--- src/rtl/qmix_pkg.sv ---
package qmix_pkg;

    localparam int CTRL_W = 5;

    // control word layout: dither enable on top, two bits without effect, attenuation code at the bottom
    typedef struct packed {
        logic       dith;
        logic [1:0] rsvd;
        logic [1:0] scale;
    } qmix_ctrl_t;

endpackage

--- src/rtl/mix_lfsr.sv ---
module mix_lfsr #(
    parameter int             W     = 16,
    parameter logic [W-1:0]   TAPS  = 16'hB400,
    parameter int             OUT_B = 4
) (
    input  logic             clk,
    input  logic             rst_n,
    output logic [OUT_B-1:0] rnd
);

    logic [W-1:0] state_d, state_q;

    // right-shifting Galois form, advances every clock
    always_comb begin
        state_d = {1'b0, state_q[W-1:1]} ^ (state_q[0] ? TAPS : '0);
    end

    always_ff @(posedge clk or negedge rst_n) begin
        if (!rst_n) state_q <= {{(W-1){1'b0}}, 1'b1};
        else        state_q <= state_d;
    end

    assign rnd = state_q[OUT_B-1:0];

endmodule

--- src/rtl/mix_trunc.sv ---
module mix_trunc #(
    parameter int DIN_W  = 18,
    parameter int MUL_W  = 16,
    localparam int DROP   = DIN_W - MUL_W,
    localparam int DROP_B = (DROP > 0) ? DROP : 1
) (
    input  logic [DIN_W-1:0]  din,
    input  logic [DROP_B-1:0] rnd,
    input  logic              en,
    output logic [MUL_W-1:0]  dout
);

    if (DROP > 0) begin : g_dith
        logic signed [DIN_W:0] ext;
        logic signed [DIN_W:0] addend;
        logic [DIN_W-1:0]      clamped;
        logic                  unused_lsb;

        always_comb begin
            addend              = '0;
            addend[DROP_B-1:0]  = en ? rnd : '0;
            ext                 = $signed({din[DIN_W-1], din}) + addend;
            // only positive overflow is possible: clamp to most positive word
            if (ext[DIN_W] != ext[DIN_W-1]) clamped = {1'b0, {(DIN_W-1){1'b1}}};
            else                            clamped = ext[DIN_W-1:0];
        end

        assign dout       = clamped[DIN_W-1:DROP];
        assign unused_lsb = ^clamped[DROP-1:0];
    end else begin : g_pass
        logic unused_dith;
        assign dout        = din;
        assign unused_dith = ^{rnd, en};
    end

endmodule

--- src/rtl/mix_scale.sv ---
module mix_scale #(
    parameter int SUM_W   = 33,
    parameter int OUT_W   = 18,
    parameter int BASE_SH = 14
) (
    input  logic [SUM_W-1:0] sum_in,
    input  logic [1:0]       code,
    output logic [OUT_W-1:0] y
);

    localparam logic [SUM_W-1:0] OMAX = {{(SUM_W-OUT_W+1){1'b0}}, {(OUT_W-1){1'b1}}};
    localparam logic [SUM_W-1:0] OMIN = {{(SUM_W-OUT_W+1){1'b1}}, {(OUT_W-1){1'b0}}};
    localparam logic [SUM_W-1:0] ONE  = {{(SUM_W-1){1'b0}}, 1'b1};

    logic [SUM_W-1:0]        bias;
    logic signed [SUM_W-1:0] rnd_sum;
    logic signed [SUM_W-1:0] shifted;
    int                      sh;

    always_comb begin
        sh      = BASE_SH + int'(code);
        bias    = ONE << (sh - 1);
        rnd_sum = $signed(sum_in) + $signed(bias);
        shifted = rnd_sum >>> sh;
        if (shifted > $signed(OMAX))      y = OMAX[OUT_W-1:0];
        else if (shifted < $signed(OMIN)) y = OMIN[OUT_W-1:0];
        else                              y = shifted[OUT_W-1:0];
    end

endmodule

--- src/rtl/quad_mixer.sv ---
module quad_mixer
    import qmix_pkg::*;
#(
    parameter int               DIN_W     = 18,
    parameter int               MUL_W     = 16,
    parameter int               TRIG_W    = 16,
    parameter int               OUT_W     = 18,
    parameter int               LFSR_W    = 16,
    parameter logic [LFSR_W-1:0] LFSR_TAPS = 16'hB400
) (
    input  logic                clk,
    input  logic                rst_n,
    input  logic                in_valid,
    input  logic [DIN_W-1:0]    in_i,
    input  logic [DIN_W-1:0]    in_q,
    input  logic [TRIG_W-1:0]   in_cos,
    input  logic [TRIG_W-1:0]   in_sin,
    input  logic [CTRL_W-1:0]   in_ctrl,
    output logic                out_valid,
    output logic [OUT_W-1:0]    out_data
);

    localparam int DROP    = DIN_W - MUL_W;
    localparam int DROP_B  = (DROP > 0) ? DROP : 1;
    localparam int PROD_W  = MUL_W + TRIG_W;
    localparam int SUM_W   = PROD_W + 1;
    localparam int BASE_SH = PROD_W - OUT_W;

    typedef struct packed {
        logic              v1;
        logic [DIN_W-1:0]  i1;
        logic [DIN_W-1:0]  q1;
        logic [TRIG_W-1:0] c1;
        logic [TRIG_W-1:0] s1;
        logic              dith1;
        logic [1:0]        sc1;
        logic              v2;
        logic [PROD_W-1:0] pi2;
        logic [PROD_W-1:0] pq2;
        logic [1:0]        sc2;
        logic              v3;
        logic [OUT_W-1:0]  y3;
    } pipe_t;

    pipe_t pipe_d, pipe_q;

    qmix_ctrl_t              ctl;
    logic                    unused_rsvd;
    logic [2*DROP_B-1:0]     dith_bits;
    logic [DIN_W-1:0]        lane_in  [2];
    logic [MUL_W-1:0]        lane_out [2];
    logic signed [PROD_W-1:0] prod_i, prod_q;
    logic signed [SUM_W-1:0]  mix_sum;
    logic [OUT_W-1:0]         scaled;

    assign ctl         = qmix_ctrl_t'(in_ctrl);
    assign unused_rsvd = ^ctl.rsvd;

    mix_lfsr #(.W(LFSR_W), .TAPS(LFSR_TAPS), .OUT_B(2*DROP_B)) u_lfsr (
        .clk   (clk),
        .rst_n (rst_n),
        .rnd   (dith_bits)
    );

    assign lane_in[0] = pipe_q.i1;
    assign lane_in[1] = pipe_q.q1;

    for (genvar g = 0; g < 2; g++) begin : g_lane
        mix_trunc #(.DIN_W(DIN_W), .MUL_W(MUL_W)) u_trunc (
            .din  (lane_in[g]),
            .rnd  (dith_bits[g*DROP_B +: DROP_B]),
            .en   (pipe_q.dith1),
            .dout (lane_out[g])
        );
    end

    mix_scale #(.SUM_W(SUM_W), .OUT_W(OUT_W), .BASE_SH(BASE_SH)) u_scale (
        .sum_in (mix_sum),
        .code   (pipe_q.sc2),
        .y      (scaled)
    );

    always_comb begin
        pipe_d = pipe_q;

        // stage 1: capture
        pipe_d.v1    = in_valid;
        pipe_d.i1    = in_i;
        pipe_d.q1    = in_q;
        pipe_d.c1    = in_cos;
        pipe_d.s1    = in_sin;
        pipe_d.dith1 = ctl.dith;
        pipe_d.sc1   = ctl.scale;

        // stage 2: narrowed data times oscillator
        prod_i     = PROD_W'($signed(lane_out[0])) * PROD_W'($signed(pipe_q.c1));
        prod_q     = PROD_W'($signed(lane_out[1])) * PROD_W'($signed(pipe_q.s1));
        pipe_d.v2  = pipe_q.v1;
        pipe_d.pi2 = prod_i;
        pipe_d.pq2 = prod_q;
        pipe_d.sc2 = pipe_q.sc1;

        // stage 3: difference, attenuate, round, clamp
        mix_sum   = SUM_W'($signed(pipe_q.pi2)) - SUM_W'($signed(pipe_q.pq2));
        pipe_d.v3 = pipe_q.v2;
        pipe_d.y3 = scaled;
    end

    always_ff @(posedge clk or negedge rst_n) begin
        if (!rst_n) pipe_q <= '0;
        else        pipe_q <= pipe_d;
    end

    assign out_valid = pipe_q.v3;
    assign out_data  = pipe_q.y3;

endmodule

--- config.mk ---
export PLATFORM = sky130hd
export DESIGN_NAME = quad_mixer
export DESIGN_NICKNAME = d
export VERILOG_FILES = /design/src/rtl/qmix_pkg.sv /design/src/rtl/mix_lfsr.sv /design/src/rtl/mix_trunc.sv /design/src/rtl/mix_scale.sv /design/src/rtl/quad_mixer.sv
export SDC_FILE = /design/constraint.sdc
export NUM_CORES = 2
export LEC_CHECK = 0
export ABC_AREA = 1
export CORE_MARGIN = 10
export CORE_UTILIZATION = 30
export CTS_CLUSTER_SIZE = 30
export DETAILED_ROUTE_END_ITERATION = 16
export DONT_BUFFER_PORTS = 1
export RECOVER_POWER = 50
export REMOVE_ABC_BUFFERS = 1
export SLEW_MARGIN = 20
export SYNTH_ARGS = -nofsm -noshare
export SYNTH_HDL_FRONTEND = slang
export SYNTH_SLANG_ARGS = --single-unit
--- constraint.sdc ---
create_clock -name clk -period 9.81 [get_ports clk]
set_input_delay 0.981 -clock clk [delete_from_list [all_inputs] [get_ports clk]]
set_output_delay 0.981 -clock clk [all_outputs]
set_load 0.01 [all_outputs]
==> results.md <==
- Row cnt: ~110
- Synth Area in Compound Gates: ~4.3%
- Slowest CP cell: a21boi_0
- Element type at the critical path start: flop
- Period minus WS final: slightly above 9 ns
- Post-CTS sizing: 0
- Hold Crit Class: in -> async
- Global-route wire length before repair: 119,000 um
- Post-place setup slack: approximately 0.68 ns
- Drt drc: 0
- Post-synthesis sequential area ratio: 15.0%
- Fin nets: between 4,000 and 5,000
- CP endpoint kind: flop
- Fillcell total: ~10,000
- Synth top area share: between 30% and 40%
- Initial Utilization: 30.4%
- Final setup TNS: 0 ns
- Post-synth design cell area: 28,900 um^2
- Clock Skews: about 0.019 ns
- Final hold viol count: 0
- Crit path top cell by count: inv_1
- Final ANT Viol Nets: 0
- Max capacitance violation total: 0
- Dominant cell type by area after synthesis: fa_1
- Post-synthesis register bit count: 174
- IO Port Bufs: 0
- Worst slew pin tran: roughly 1.1 ns
- Syn Area/Cell: 8.25 um^2
- WS Path Type: reg -> reg
- Area of the multi-input gates: approximately 20,000 um^2
- RSZ-0062 raised after global routing: no
- Normalized max-slew margin: between 20% and 30%
- Final Wtd Congestion: roughly 0.9
- Synth area leaders: fa_1 (37%), dfrtp_1 (15%), inv_1 (13%), nand2_1 (10%), ha_1 (9.3%)
- Synth warn: 0
- # setup viols final: 0
- CP peak stage delay: between 0.6 and 0.7 ns
- Die area: around 110,000 um^2
- Detailed Routing Iterations Pass 1: 5
- Setup Fix Bufs, Post-CTS: 0
- Fraction of the mapped netlist area in adder cells: between 40% and 50%
- Status: complete, no violations
- XOR/XNOR share of the synthesized area: approximately 2.5%
- Initial DRC count: approximately 1,300
- Hold buffers post-CTS: 0
- Clock transition at path regs: around 0.070 ns
- I/O pin count: 95
- Synth Area in Simple Gates: approximately 17%
- Fraction of the cycle the final worst path needs: between 90 and 100%
- Share of layout cells above drive strength 1: 2.68%
- Post-DP HPWL: approximately 60,000 um
- Seq. cell area: roughly 4400 um^2
- Critical path arrival: roughly 9.5 ns
- Vias per inst: around 4.5
- Worst-path maximum fanout: 12
- Initial antenna violation count: 7
- Synth unique cells: 49
- GRT Overall Usage: roughly 14%
- CTS H-tree lvls: 4
- CTS Buffer Depth: 2
- CTS tree: built
- Largest net degree at the start of global routing: around 180
- Largest family of logic cells by synthesized area: adder cells
- Die X: around 330 um
- Vias in the first global route: around 23,000
- Die Ht: between 300 and 400 um
- Root Buffer: clkbuf_16
- CORE AREA: 95,300 um^2
- TritonCTS Sinks: between 150 and 200
- Final WS setup: between 0.7 and 0.8 ns
- Remaining global-route overflow: 0
- Detailed Route WL: 71,700 um
- Worst-Skew Late Latency: around 0.50 ns
- Post-Syn Instances: between 3,000 and 4,000
- Mux contribution to synthesized area: 0%
- Max Clk Rate: approximately 0.11 GHz
- Pins over their slew limit: 0
- WP data required: 10.19 ns
- Via count: 21,300
- Area grow syn2layout: 6.52%
- Cts bufs inserted: 17
- WL per Instance: between 15 and 20 um
## cell usage after synthesis, drive strengths merged
library cell	count
buf	52
nor3	22
xnor2	30
dfrtp	173
nor4	3
a221oi	3
clkbuf	45
nand3	121
o21bai	9
nand2	799
nand3b	7
nand4	25
xor2	53
nor3b	2
dfstp	1
o211a	1
or2	6
a211oi	1
a21o	10
o21ai	70
o221ai	1
conb	1
nor2	190
o211ai	6
fa	539
inv	1001
a21boi	3
a21oi	97
o31ai	1
ha	216
clkinv	3
and3	1
a31oi	10
o21a	6
## flip-flops by register name, summed over array words and instances (netlist names)
name	cells
lane_in	36
pipe_d	4
out_data	18
pipe_q	99
out_valid	1
u_lfsr.state_q	16
## cell usage in the layout, fill, tap and decap left out, drive strengths merged, types with 2 or more instances in the layout
master       n
clkbuf      17
a221oi       3
a21oi       97
nand3b       7
nand2      799
o21bai       9
fa         539
nor3        22
o21a         6
ha         216
nand3      121
bufinv       3
buf         22
dfrtp      173
a21boi       3
clkinvlp     3
a21o        10
nor2       190
inv       1006
clkinv       5
xnor2       30
conb        12
o21ai       70
or2          6
a31oi       10
nor3b        2
o211ai       6
nor4         3
xor2        53
nand4       25
## per-stage QoR
stage	cell area (um^2)	std cells	hold slack, ns	utilization [%]
2_1_floorplan	28500	3422	0.331	-
3_3_place_gp	30200	4709	0.334	31.7
3_5_place_dp	30200	4709	0.338	31.7
4_1_cts	30800	4739	0.134	32.4
5_1_grt	30800	4739	0.153	32.4
6_report	30800	4740	0.191	32.4
## final cells by class
class                      count  share of cell area, %
multi-input combinational   2244                   66.0
timing repair buffer          22                  0.536
inverter                    1004                   12.2
clock inverter                13                  0.592
tap                         1265                   5.13
antenna                        1                0.00812
sequential                   174                   14.1
clock buffer                  17                   1.38
## logic make-up after synthesis
group / after synthesis
buffers and inverters: 1101
DFF: 174
adders and majority gates: 755
and+or+nand+nor: 1176
other: 1
AOI/OAI and AO/OA: 218
xor gates and xnor gates: 83
## path summary, 6_finish.rpt
| path | depth (start not counted) | start | slack, ns | end |
|---|---|---|---|---|
| setup / recovery | 42 | pipe_q[88]$_DFF_PN0_ | 0.72 | pipe_q[75]$_DFF_PN0_ |
| hold / removal | 0 | rst_n | 0.19 | pipe_q[99]$_DFF_PN0_ |
| setup reg to reg | 42 | pipe_q[88]$_DFF_PN0_ | 0.72 | pipe_q[75]$_DFF_PN0_ |
| hold reg to reg | 0 | u_lfsr.state_q[12]$_DFF_PN0_ | 0.35 | u_lfsr.state_q[11]$_DFF_PN0_ |
| max in group asynchronous | 0 | rst_n | 8.91 | lane_in[33]$_DFF_PN0_ |
| min in group clk | 0 | u_lfsr.state_q[12]$_DFF_PN0_ | 0.35 | u_lfsr.state_q[11]$_DFF_PN0_ |
## critical path: cells and delay by family, from the launching register on
family | cells | cell delay (ns)
flip-flops | 1 | 0.41
AO/OA/AOI/OAI | 5 | 1.32
adder cells (fa/ha/maj) | 9 | 3.82
buffers and inverters | 10 | 1.13
AND/OR/NAND/NOR | 18 | 2.28
## metal layers
layer	vias up	part of all wire (%)	routed length, um	global-route usage (%)
met5	-	0.018	13	0
met4	2	2.6	1840	4.15
met3	88	4.1	2930	1.58
met2	482	49	35100	23.2
met1	10600	44	31800	18.3
li1	10100	-	-	-
Power is left out: the tool's default activity adds up to more than one toggle a clock period on the data nets, which glitch-free logic cannot reach.
